`config.mk`:
```
export PLATFORM = sky130hd
export DESIGN_NAME = i2c_scl_divgen
export DESIGN_NICKNAME = d
export VERILOG_FILES = /design/src/rtl/i2c_scl_pkg.sv /design/src/rtl/i2c_scl_cfg_decode.sv /design/src/rtl/i2c_scl_phase_ctr.sv /design/src/rtl/i2c_scl_strobe_gen.sv /design/src/rtl/i2c_scl_divgen.sv
export SDC_FILE = /design/constraint.sdc
export NUM_CORES = 1
export LEC_CHECK = 0
export ABC_CLOCK_PERIOD_IN_PS = 9100
export BUFFER_PORTS_ARGS = -buffer_cell sky130_fd_sc_hd__clkbuf_2
export CORE_AREA = 2 2 97 80
export DETAILED_ROUTE_END_ITERATION = 16
export DIE_AREA = 0 0 99 82
export PLACE_DENSITY = 0.66
export SKIP_LAST_GASP = 1
export SYNTH_ARGS = -nofsm -noshare
export SYNTH_HDL_FRONTEND = slang
export SYNTH_SLANG_ARGS = --single-unit
```
`constraint.sdc`:
```
create_clock -name clk -period 9.1 [get_ports clk]
set_input_delay 1.365 -clock clk [delete_from_list [all_inputs] [get_ports clk]]
set_output_delay 1.365 -clock clk [all_outputs]
set_load 0.01 [all_outputs]
```
`src/rtl/i2c_scl_pkg.sv`:
```
package i2c_scl_pkg;

  localparam int DIV_LO_W = 7;
  localparam int DIV_HI_W = 5;
  localparam int RANGE_W  = 3;

  typedef enum logic [1:0] {
    PH_IDLE = 2'd0,
    PH_LOW  = 2'd1,
    PH_HIGH = 2'd2
  } scl_phase_e;

  // High phase length: shared by both modes.
  function automatic int high_cycles(input int n);
    return n + 2;
  endfunction

  // Low phase length: standard n+3 (total 2n+5), fast 2n+4 (total 3n+6).
  function automatic int low_cycles(input int n, input bit fast);
    return fast ? (2 * n + 4) : (n + 3);
  endfunction

  // Index of the mid-phase strobe.
  function automatic int mid_index(input int len);
    return len / 2;
  endfunction

endpackage

```
`src/rtl/i2c_scl_cfg_decode.sv`:
```
module i2c_scl_cfg_decode #(
  parameter int LO_W      = 7,
  parameter int HI_W      = 5,
  parameter int RNG_W     = 3,
  parameter int MIN_DIV   = 2,
  parameter int FAST_RNG  = 1,
  localparam int DIV_W    = LO_W + HI_W,
  localparam int LEN_W    = DIV_W + 2
) (
  input  logic [LO_W-1:0]  div_lo,
  input  logic [HI_W-1:0]  div_hi,
  input  logic             fast_mode,
  input  logic [RNG_W-1:0] clk_range,
  output logic             bad_cfg,
  output logic [LEN_W-1:0] low_len,
  output logic [LEN_W-1:0] high_len
);
  import i2c_scl_pkg::*;

  logic [DIV_W-1:0] div_n;
  logic             div_small;
  logic             band_slow;

  assign div_n     = {div_hi, div_lo};
  assign div_small = (int'(div_n) < MIN_DIV);
  assign band_slow = fast_mode && (int'(clk_range) < FAST_RNG);
  assign bad_cfg   = div_small || band_slow;

  assign low_len   = LEN_W'(low_cycles(int'(div_n), fast_mode));
  assign high_len  = LEN_W'(high_cycles(int'(div_n)));

endmodule

```
`src/rtl/i2c_scl_phase_ctr.sv`:
```
module i2c_scl_phase_ctr #(
  parameter int LEN_W = 14
) (
  input  logic                    clk,
  input  logic                    rst_n,
  input  logic                    run_ok,
  input  logic                    scl_in,
  input  logic [LEN_W-1:0]        low_len,
  input  logic [LEN_W-1:0]        high_len,
  output i2c_scl_pkg::scl_phase_e phase,
  output logic [LEN_W-1:0]        cnt
);
  import i2c_scl_pkg::*;

  logic low_done;
  logic high_done;
  logic stretched;

  assign low_done  = (cnt >= low_len - 1'b1);
  assign high_done = (cnt >= high_len - 1'b1);
  assign stretched = !scl_in;

  always_ff @(posedge clk) begin
    if (!rst_n) begin
      phase <= PH_IDLE;
      cnt   <= '0;
    end else if (!run_ok) begin
      phase <= PH_IDLE;
      cnt   <= '0;
    end else begin
      case (phase)
        PH_IDLE: begin
          phase <= PH_LOW;
          cnt   <= '0;
        end
        PH_LOW: begin
          if (low_done) begin
            phase <= PH_HIGH;
            cnt   <= '0;
          end else begin
            cnt <= cnt + 1'b1;
          end
        end
        PH_HIGH: begin
          if (stretched) begin
            cnt <= cnt;
          end else if (high_done) begin
            phase <= PH_LOW;
            cnt   <= '0;
          end else begin
            cnt <= cnt + 1'b1;
          end
        end
        default: begin
          phase <= PH_IDLE;
          cnt   <= '0;
        end
      endcase
    end
  end

endmodule

```
`src/rtl/i2c_scl_strobe_gen.sv`:
```
module i2c_scl_strobe_gen #(
  parameter int LEN_W = 14
) (
  input  i2c_scl_pkg::scl_phase_e phase,
  input  logic [LEN_W-1:0]        cnt,
  input  logic [LEN_W-1:0]        low_len,
  input  logic [LEN_W-1:0]        high_len,
  input  logic                    scl_in,
  output logic                    scl_o,
  output logic                    sda_chg,
  output logic                    sda_smp
);
  import i2c_scl_pkg::*;

  logic [LEN_W-1:0] low_mid;
  logic [LEN_W-1:0] high_mid;

  assign low_mid  = LEN_W'(mid_index(int'(low_len)));
  assign high_mid = LEN_W'(mid_index(int'(high_len)));

  assign scl_o   = (phase != PH_LOW);
  assign sda_chg = (phase == PH_LOW) && (cnt == low_mid);
  assign sda_smp = (phase == PH_HIGH) && scl_in && (cnt == high_mid);

endmodule

```
`src/rtl/i2c_scl_divgen.sv`:
```
module i2c_scl_divgen #(
  parameter int LO_W     = i2c_scl_pkg::DIV_LO_W,
  parameter int HI_W     = i2c_scl_pkg::DIV_HI_W,
  parameter int RNG_W    = i2c_scl_pkg::RANGE_W,
  parameter int MIN_DIV  = 2,
  parameter int FAST_RNG = 1,
  localparam int DIV_W   = LO_W + HI_W,
  localparam int LEN_W   = DIV_W + 2
) (
  input  logic             clk,
  input  logic             rst_n,
  input  logic             en,
  input  logic             fast_mode,
  input  logic [LO_W-1:0]  div_lo,
  input  logic [HI_W-1:0]  div_hi,
  input  logic [RNG_W-1:0] clk_range,
  input  logic             scl_in,
  output logic             scl_o,
  output logic             sda_chg,
  output logic             sda_smp,
  output logic             cfg_err
);
  import i2c_scl_pkg::*;

  logic [LEN_W-1:0] low_len;
  logic [LEN_W-1:0] high_len;
  logic [LEN_W-1:0] cnt;
  scl_phase_e       phase;
  logic             run_ok;
  logic             in_high;

  i2c_scl_cfg_decode #(
    .LO_W(LO_W), .HI_W(HI_W), .RNG_W(RNG_W),
    .MIN_DIV(MIN_DIV), .FAST_RNG(FAST_RNG)
  ) u_cfg (
    .div_lo(div_lo), .div_hi(div_hi), .fast_mode(fast_mode),
    .clk_range(clk_range), .bad_cfg(cfg_err),
    .low_len(low_len), .high_len(high_len)
  );

  assign run_ok  = en && !cfg_err;
  assign in_high = (phase == PH_HIGH);

  i2c_scl_phase_ctr #(.LEN_W(LEN_W)) u_ctr (
    .clk(clk), .rst_n(rst_n), .run_ok(run_ok), .scl_in(scl_in),
    .low_len(low_len), .high_len(high_len), .phase(phase), .cnt(cnt)
  );

  i2c_scl_strobe_gen #(.LEN_W(LEN_W)) u_stb (
    .phase(phase), .cnt(cnt), .low_len(low_len), .high_len(high_len),
    .scl_in(scl_in), .scl_o(scl_o), .sda_chg(sda_chg), .sda_smp(sda_smp)
  );

endmodule

```
# Word level (Yosys, flattened, before mapping)
# Index checks and enable logic that the tools add are counted.
totals:
  ff_bits: 16
  elab_cells: 39
op_classes:
  add_sub_neg: 6
  order_cmp: 4
  n_eq_ne: 8
  mux: 9
  n_reduce_logical: 10
op_table:
  columns: ["op", "n"]
  rows:
  - ["14-bit two-way mux", 4]
  - ["14-bit greater-or-equal comparator", 2]
  - ["14-bit case mux with 2 select lines", 1]
  - ["12-bit by 2-bit adder with 13-bit output, second input constant", 2]
  - ["13-bit by 3-bit adder with 14-bit output, second input constant", 1]
  - ["14-bit by 1-bit adder with 14-bit output, second input constant", 1]
  - ["14-bit by 12-bit equality test with 1-bit output", 1]
  - ["14-bit by 13-bit equality test with 1-bit output", 1]
  - ["13-bit by 1-bit subtractor with 14-bit output, second input constant", 1]
  - ["14-bit by 1-bit subtractor with 14-bit output, second input constant", 1]
  - ["12-bit by 2-bit less-than comparator with 1-bit output, second input constant", 1]
  - ["2-bit two-way mux", 3]
  - ["2-bit by 1-bit inequality test with 1-bit output, second input constant", 3]
  - ["2-bit case mux with 3 select lines", 1]
  - ["1-bit logical AND", 5]
  - ["3-bit by 1-bit less-than comparator with 1-bit output, second input constant", 1]
  - ["3-bit AND reduction", 1]
  - ["2-bit by 1-bit equality test with 1-bit output, second input constant", 1]
  - ["2-bit equality test, second input constant", 1]
  - ["2-bit zero test", 1]
  - ["2-bit inequality test, second input constant", 1]
  - ["2-bit AND reduction", 1]
  - ["1-bit zero test", 1]
  - ["1-bit logical OR", 1]

# Longest topological paths before layout
# Gate-level depths: netlist (run 1).
logic_depth:
  ltp_word: 6
  depth_mapped: 19
  ltp_nobuf: 17

# Modules after synthesis
# A second synthesis (run 1) with hierarchy kept.
hier_totals:
  hier_cells: 418
  area_unflattened_um2: 3113.0
by_module_without_submodules:
  columns: ["mod", "instances", "cells_per_inst", "area_per_inst_um2", "seq_area_each_um2"]
  rows:
  - ["i2c_scl_phase_ctr", 1, 267, 2040.7, 320.3]
  - ["i2c_scl_cfg_decode", 1, 112, 752.0, 0.0]
  - ["i2c_scl_strobe_gen", 1, 38, 306.5, 0.0]
  - ["i2c_scl_divgen", 1, 1, 13.8, 0.0]

# Worst setup path before layout (run 1)
# Ideal clock, no wire load.
synth_path:
  path_kind: "input to register"
  startpoint: "input div_lo[0]"
  endpoint: "register u_ctr.cnt[9]"
  setup_time_ns: 0.093
  arrival_ns: 4.743
  required_time_ns: 9.007
  path_slack_ns: 4.264
  cell_stages: 18
  cell_sequence: "buf_2 inv_1 ha_1 nand2b_1 or3_4 o32ai_2 o2bb2ai_1 and4bb_4 nand2_2 xnor2_2 ha_1 nand4_1 nor4_1 nor3_1 o2111ai_1 a21oi_4 nand2_4 o311ai_2"
synth_between:
  elab_chain_cells: 6
  elab_cells_between_ends: 17
  classes_between: "5 x add/sub; 3 x order compare; 5 x mux; 4 x reduce/logical"
synth_rtl:
  columns: ["item", "line_no", "source"]
  rows:
  - ["from (decl)", "i2c_scl_divgen.sv:14", "input logic [LO_W-1:0] div_lo,"]
  - ["13-bit by 3-bit adder with 14-bit output (tied with other cells)", "i2c_scl_pkg.sv:20", "return fast ? (2 * n + 4) : (n + 3);"]
  - ["14-bit two-way mux or 13-bit by 1-bit subtractor with 14-bit output (tied branches)", "i2c_scl_pkg.sv:20, i2c_scl_phase_ctr.sv:20", null]
  - ["14-bit by 1-bit subtractor with 14-bit output or 14-bit greater-or-equal comparator (tied branches)", "i2c_scl_phase_ctr.sv:19, i2c_scl_phase_ctr.sv:20", null]
  - ["14-bit greater-or-equal comparator or 14-bit two-way mux (tied branches)", "i2c_scl_phase_ctr.sv:19, i2c_scl_phase_ctr.sv:47", null]
  - ["14-bit two-way mux (on tied branches)", "i2c_scl_phase_ctr.sv:37, i2c_scl_phase_ctr.sv:45", null]
  - ["14-bit case mux with 2 select lines", "i2c_scl_phase_ctr.sv:31", "case (phase)"]
  - ["to (signal assigned)", "i2c_scl_phase_ctr.sv:41", "cnt <= cnt + 1'b1;"]
  - ["to (signal assigned)", "i2c_scl_phase_ctr.sv:46", "cnt <= cnt;"]
  - ["to (signal assigned)", "i2c_scl_phase_ctr.sv:51", "cnt <= cnt + 1'b1;"]
  - ["to (decl)", "i2c_scl_phase_ctr.sv:11", "output logic [LEN_W-1:0] cnt"]
# Several ways; a longest one is shown, not always the timed one. The select of a mux whose other input is x is not followed.
# A chain may end at the register's enable or synchronous reset.

# Worst setup path after layout (run 1)
layout_path:
  startpoint: "input div_lo[1]"
  endpoint: "register u_ctr.cnt[8]"
# The elaborated chain is that of the path after synthesis.

==> results.md, run 1 <==
- Status: finished, final reports clean
- Area of the mapped netlist: 0.003430 mm²
- Setup crit start kind: input pin
- Die Footprint: 0.008118 mm²
- Compound-Gate Fraction of Synth Area: between 20% and 30%
- Met1 GRT Util: 35.64%
- Antenna violations before repair: 0
- Largest net degree at the start of global routing: 48
- Diode count: 0
- Post-synthesis mux area share: 2.627%
- Hold path endpoint: u_ctr.phase[1]
- Leakage power: 1.335 nW
- Worst hold path startpoint: u_ctr.phase[1]
- Hold_buf cts: 0
- Via count of the first global-routing pass: 2885
- Max-slew violations: 0
- Post-synth ARST share: 0%
- Ports: 24
- CTS H-tree depth: 1
- Main area contributors after synthesis: ha_1, dfxtp_1, xnor2_1
- Port Buf Inserts: 23
- DRT Pass-1 Iters: 5
- Placed insts: around 530
- Layout Cells excl Fill: 530
- RSZ-0062 raised after global routing: false
- R2r startpoint: u_ctr.cnt[7]
- Nets: approximately 500
- Chip height: 82 µm
- CP Data Required Time: around 9 ns
- Worst slew pin tran: around 0.76 ns
- Final setup viols: 0
- # clock sinks: 16
- Top cell type by total area after synthesis: ha_1
- CTS tree: built
- Critical path peak fanout: 16
- Die W: 99 µm
- Hold Path Stages: 2
- Synth Area in Adders: between 10% and 20%
- Initial core utilization: 47.75%
- Final Hold Fails: 0
- Setup TNS: 0 ns
- Top cell type's share of synthesized area: 13.86%
- Share of cells above drive strength 1: 14.55%
- Clock Latency Late Sink: 0.26 ns
- EDFF count, synth: 0
- Site Rows: 28
- CTS buffer count: 3
- Fin crit period: between 5 and 6 ns
- Critical Path End Type: register
- PD cells: 68.09 mW/mm²
- WP data arrival: 5.59 ns
- Area grow syn2layout: 2.773%
- Total gr overflow: 0
- Post-synth top flop: dfxtp_1
- Unique masters post-synth: 74
- Fin crit share: roughly three fifths
- Worst hold path class: register to register
- Avg Inst Size Synth: 7.690 µm²
- DR DRC count: 0
- #FFs+latches synth: 16
- Setup repair bufs after CTS: 0
- Post-detailed-placement half-perimeter wirelength: 7460 µm
- Final clock skew: 0.007414 ns
- GRT Util Overall: a little under a quarter
- Met3 usage: 2.894%
- Largest family of logic cells by synthesized area: simple AND/OR/NAND/NOR gates
- Depth of the most critical reg-to-reg path: 8
- Rel. slew slack: 49.42%
- Clock Pin Slew Worst Setup and Hold Paths: around 0.07 ns
- Max cap viols: 0
- Clock root buffer: clkbuf_8
- Syn Nets: ~500
- Crit path kind: input pin to register
- Resized Gates After CTS: 0
- Post-DRT Antenna Nets: 0
- Wirelength per Cell: 17.84 µm
- Syn Inst Count: 446
- GR peak layer: met1
- Clock Path Buffers: 2
- Iter 0 DRT Violations: 309
- Worst vdd ir: a little over 0.00004 V
- First-pass GRT wire length: around 15000 µm
- Final wirelength: 9455 µm
- Vias per Instance: just over 6
- Met2 Usage GRT: between 30% and 40%
- Sequential element share of the synthesized area: under 10%
- Worst reg2reg endpoint: u_ctr.cnt[8]
- Core footprint: between 0.007 and 0.008 mm²
- Worst R2R Setup Slack: between 6 and 7 ns
- Warnings from Yosys: 0
- GP Congestion: 0.9850
- Fmax: 184.5 MHz
- Via count: 3300
- Post-synthesis simple-gate area fraction: 28.75%
- Synth Area in XOR/XNOR: 16.96%
worst max-delay path, cell delays in order:
cell and delay (ns):
clkbuf_2 0.25, ha_1 0.36, and3_1 0.38, and3_4 0.26
xnor2_2 0.19, nand4_1 0.25, nor2_1 0.15, nand2_1 0.08
xor2_1 0.16, ha_1 0.31, a21o_1 0.18, a21o_1 0.18
a2111oi_2 0.38, o221ai_2 0.22, a21oi_4 0.43, nand2_4 0.16
o311ai_2 0.29
registers in the layout, summed over array words and instances, names as in the netlist:
register,count
u_ctr.cnt,14
u_ctr.phase,2
stage by stage:
step	utilization, %	cell area (µm²)	hold slack [ns]	setup WS [ns]	total power [mW]
3_5_place_dp	48.31	3470	0.5110	3.419	0.1737
3_3_place_gp	48.31	3470	0.5026	3.565	0.1725
6_report	49.08	3525	0.5151	3.679	0.2400
2_1_floorplan	-	3430	0.4772	4.264	0.1518
5_1_grt	49.08	3525	0.5623	3.347	0.2545
4_1_cts	49.08	3525	0.5208	3.690	0.2389
layout make-up:
cell class | instances | area [µm²]
inverters | 17 | 63.81
repair buffers | 24 | 122.6
multi-input cells | 379 | 2850
well taps | 90 | 112.6
flip-flops and latches | 16 | 320.3
clock buffers | 4 | 55.05
fillers | 688 | 3657
routing by layer:
layer | wire length [µm] | vias up
met4 | 78 | 0
met5 | 0 | -
met2 | 4009 | 133
met3 | 680 | 9
met1 | 4686 | 1534
li1 | - | 1624
cell usage in the layout, fill, tap and decap left out, types with 2 or more instances in the layout:
master / netlist / layout
nor4_1: 6 / 6
nor4b_1: 3 / 3
o21ai_1: 3 / 3
nor3_1: 11 / 11
a21o_1: 8 / 8
and3_1: 9 / 9
nor2_1: 23 / 23
nand2_1: 46 / 46
nor4_2: 2 / 2
xor2_1: 24 / 24
or2_2: 3 / 3
nand4_1: 18 / 18
clkbuf_8: 0 / 4
o311ai_2: 5 / 5
o21ai_0: 8 / 8
ha_1: 38 / 38
nand2b_1: 4 / 4
inv_1: 16 / 16
o2111ai_1: 3 / 3
clkbuf_2: 0 / 23
a2111oi_2: 2 / 2
a31oi_1: 3 / 3
o22ai_1: 3 / 3
o32ai_1: 2 / 2
nand3_1: 31 / 31
and3_4: 2 / 2
or3_1: 3 / 3
nand2_2: 2 / 2
dfxtp_1: 16 / 16
xnor2_1: 35 / 35
nor2b_1: 6 / 6
xnor2_2: 4 / 4
a32oi_1: 2 / 2
nand3b_1: 3 / 3
o41ai_1: 2 / 2
mux2i_1: 9 / 9
a311o_1: 3 / 3
a21oi_1: 18 / 18
o31ai_1: 4 / 4
logic make-up (layout without fill, tap and decap cells):
kind of cell    after synthesis  after routing
mux                           9              9
simple gates                182            182
flops                        16             16
fa+ha+maj                    38             38
xor+xnor                     63             63
buf+inv                      51             45
compound gates               87             87
cells in the mapped netlist (5+ instances only):
cell and count:
a21oi_1 18, clkbuf_1 7, xnor2_1 35, buf_1 6, nand4_1 18, inv_1 16
mux2i_1 9, nand2_1 46, nor2_1 23, dfxtp_1 16, a21o_1 8, o311ai_2 5
o21ai_0 8, buf_2 12, nand3_1 31, xor2_1 24, ha_1 38, buf_6 5
and3_1 9, nor2b_1 6, nor4_1 6, nor3_1 11
where the power goes:
part | internal [mW] | switching, mW | leakage, nW | total [mW]
Combinational | 0.0384 | 0.0645 | 1.18 | 0.103
Sequential | 0.0706 | 0.000757 | 0.129 | 0.0714
Clock | 0.0385 | 0.0272 | 0.0288 | 0.0657
Total | 0.148 | 0.0924 | 1.33 | 0.240
worst max path at each step:
| stage | from | endpoint | slack [ns] |
|---|---|---|---|
| floorplan | div_lo[0] | u_ctr.cnt[9] | 4.26 |
| finish | div_lo[1] | u_ctr.cnt[8] | 3.68 |
| global placement | fast_mode | u_ctr.cnt[9] | 3.56 |
| global route | div_lo[1] | u_ctr.cnt[12] | 3.35 |
| detailed placement | div_lo[1] | u_ctr.cnt[8] | 3.42 |
| CTS | div_lo[1] | u_ctr.cnt[8] | 3.69 |
Note: power is estimated with default switching activity, not from simulation.
==> run 2: changes to the inputs <==
--- a/config.mk
+++ b/config.mk
@@ -5,7 +5,7 @@
 export SDC_FILE = /design/constraint.sdc
 export NUM_CORES = 1
 export LEC_CHECK = 0
-export ABC_CLOCK_PERIOD_IN_PS = 9100
+export ABC_CLOCK_PERIOD_IN_PS = 5400
 export BUFFER_PORTS_ARGS = -buffer_cell sky130_fd_sc_hd__clkbuf_2
 export CORE_AREA = 2 2 97 80
 export DETAILED_ROUTE_END_ITERATION = 16
==> constraint.sdc (replaced) <==
create_clock -name clk -period 5.4 [get_ports clk]
set_input_delay 0.81 -clock clk [delete_from_list [all_inputs] [get_ports clk]]
set_output_delay 0.81 -clock clk [all_outputs]
set_load 0.01 [all_outputs]
==> run 2 against run 1 <==
Combinational power rose by 68%. Power rose by 69%. Via count fell by 1.0%. Clock skew fell by 0.0053 ns. Die area did not move. Cell count did not move. Clock power rose by 69%. Global-route usage fell by 0.52 points. Largest power group unchanged.
==> results.md, run 2 (same netlist as run 1, synthesis figures left out) <==
- Worst R2R Setup Slack: approximately 2.5 ns
- Worst reg2reg endpoint: u_ctr.cnt[8]
- Worst Path Buf+Inv: 1
- First-pass GRT wire length: 14910 µm
- Largest net degree at the start of global routing: 31
- Pre-CTS WS: roughly 0.27 ns
- Ports: 24
- Fin crit share: between 90% and 100%
- CTS H-tree depth: 1
- WP data arrival: around 5.1 ns
- R2r startpoint: u_ctr.cnt[7]
- Core footprint: 0.007182 mm²
- CP Data Required Time: 5.57 ns
- Area grow syn2layout: 3.137%
- Placed cell area: 0.003482 mm²
- Wirelength per Cell: between 15 and 20 µm
- Fin crit period: 4.918 ns
- Met2 WL: between 4000 and 5000 µm
- Crit path kind: input pin to register
- Clock Pin Slew Worst Setup and Hold Paths: 0.07 ns
- Clock Path Buffers: 2
- Depth of the most critical reg-to-reg path: 8
- Die Footprint: 0.008118 mm²
- GP Congestion: a little under 0.9
- Hold_buf cts: 0
- Finished Cell Area: 0.003537 mm²
- Placed insts: around 530
- Critical Path End Type: register
- Setup TNS: 0 ns
- Fmax: ~200 MHz
- CTS buffer count: 3
- Total gr overflow: 0
- Final setup viols: 0
- Rel. slew slack: 44.94%
- GRT Util Overall: 22.73%
- Initial core utilization: about 48%
- CP max stage cell: a21oi_4
- Most common cell after layout, fill and taps aside: nand2_1
- WL met1: 4550 µm
- Status: finished, final reports clean
- Multi-input gate area: 0.002850 mm²
- Iter 0 DRT Violations: 263
- Antenna violations before repair: 0
- Largest register FFs: 14
- CP Cell Sequence: clkbuf_2, ha_1, and3_1, and3_4, xnor2_2, nand4_1, nor2_1, nand2_1, xor2_1, ha_1, a21o_1, a21o_1, a2111oi_2, o221ai_2, a21oi_4, nand2_4, o311ai_2
- Vias per Instance: 6.162
- Final Hold Fails: 0
- Post-detailed-placement half-perimeter wirelength: 7350 µm
- Site Rows: 28
- # clock sinks: 16
- Max stage delay on crit path: between 0.4 and 0.5 ns
- DR DRC count: 0
- Final total power: around 0.40 mW
- Clock root buffer: clkbuf_8
- Worst hold path class: register to register
- Hold Path Stages: 2
- Worst slew pin tran: 0.8229 ns
- Critical path peak fanout: 16
- Worst vdd ir: 0.00006086 V
- Via count of the first global-routing pass: 2925
- Share of cells above drive strength 1: approximately 15%
- Fillers: between 600 and 700
- CTS tree: built
- Chip height: about 82 µm
- Setup crit start kind: input pin
- Leakage power: between 1 and 1.5 nW
- Die W: 99 µm
- Clock Latency Late Sink: 0.26 ns
- Hold path endpoint: u_ctr.phase[0]
- Post-DRT Antenna Nets: 0
- PnR worst setup slack: 0.4823 ns
- Final wirelength: 9248 µm
- Register area: 320.3 µm²
- DRT Pass-1 Iters: 5
- RSZ-0062 raised after global routing: false
- Resized Gates After CTS: 0
- Max cap viols: 0
- Nets: 499
- Via count: 3266
- Top routing layer used: met4
- Most frequent cells in the layout: nand2_1, ha_1, xnor2_1, nand3_1, xor2_1
- Regs by FF count: u_ctr.cnt (14), u_ctr.phase (2)
- Diode count: 0
- Layout Cells excl Fill: 530
- Final clock skew: 0.002105 ns
- Met3 wire length: roughly 560 µm
- Top reg by flops: u_ctr.cnt
- PD cells: 114.3 mW/mm²
- Max-slew violations: 0
- Worst hold path startpoint: u_ctr.phase[0]
- Setup repair bufs after CTS: 0
- Port Buf Inserts: 23
- CP delay by family, top: compound AO/OA/AOI/OAI gates
==> run 2: worst max path at each step <==
stage,start,cells past startpoint,endpoint,slack [ns]
final,div_lo[1],17,u_ctr.cnt[8],0.48
after CTS,div_lo[1],17,u_ctr.cnt[8],0.53
after detailed placement,div_lo[1],17,u_ctr.cnt[12],0.27
after global routing,div_lo[1],17,u_ctr.cnt[8],0.18
after floorplan,div_lo[0],18,u_ctr.cnt[9],1.12
after global placement,div_lo[1],17,u_ctr.cnt[9],0.42
==> run 2: tightest hold or removal path, delay by kind of cell (launching register included) <==
| kind | cells | cell delay (ns) |
|---|---|---|
| flip-flops | 1 | 0.34 |
| AO/OA/AOI/OAI | 1 | 0.06 |
| AND/OR/NAND/NOR | 1 | 0.08 |
==> run 2: stage by stage <==
step                utilization [%]  hold WS, ns
floorplan                         -       0.4772
global placement              48.48       0.5009
detailed placement            48.48       0.5156
CTS                           49.25       0.5270
global route                  49.25       0.5524
finish                        49.25       0.5225
==> run 2: power breakdown <==
group / switching [mW] / total (mW) / internal (mW)
Combinational: 0.108 / 0.173 / 0.0657
Sequential: 0.00127 / 0.120 / 0.119
Clock: 0.0459 / 0.111 / 0.0649
Total: 0.155 / 0.404 / 0.250
==> run 2: area by class of cell <==
class / count / area share (%)
clock buffer: 4 / 1.556
tap: 90 / 3.184
sequential: 16 / 9.056
timing repair buffer: 24 / 3.820
multi-input combinational: 379 / 80.58
inverter: 17 / 1.804
==> run 2: per-layer routing <==
| metal | vias up | track usage (%) |
|---|---|---|
| li1 | 1620 | - |
| met3 | 8 | 4.000 |
| met5 | - | 0 |
| met4 | 0 | 4.247 |
| met1 | 1551 | 33.23 |
| met2 | 87 | 35.07 |
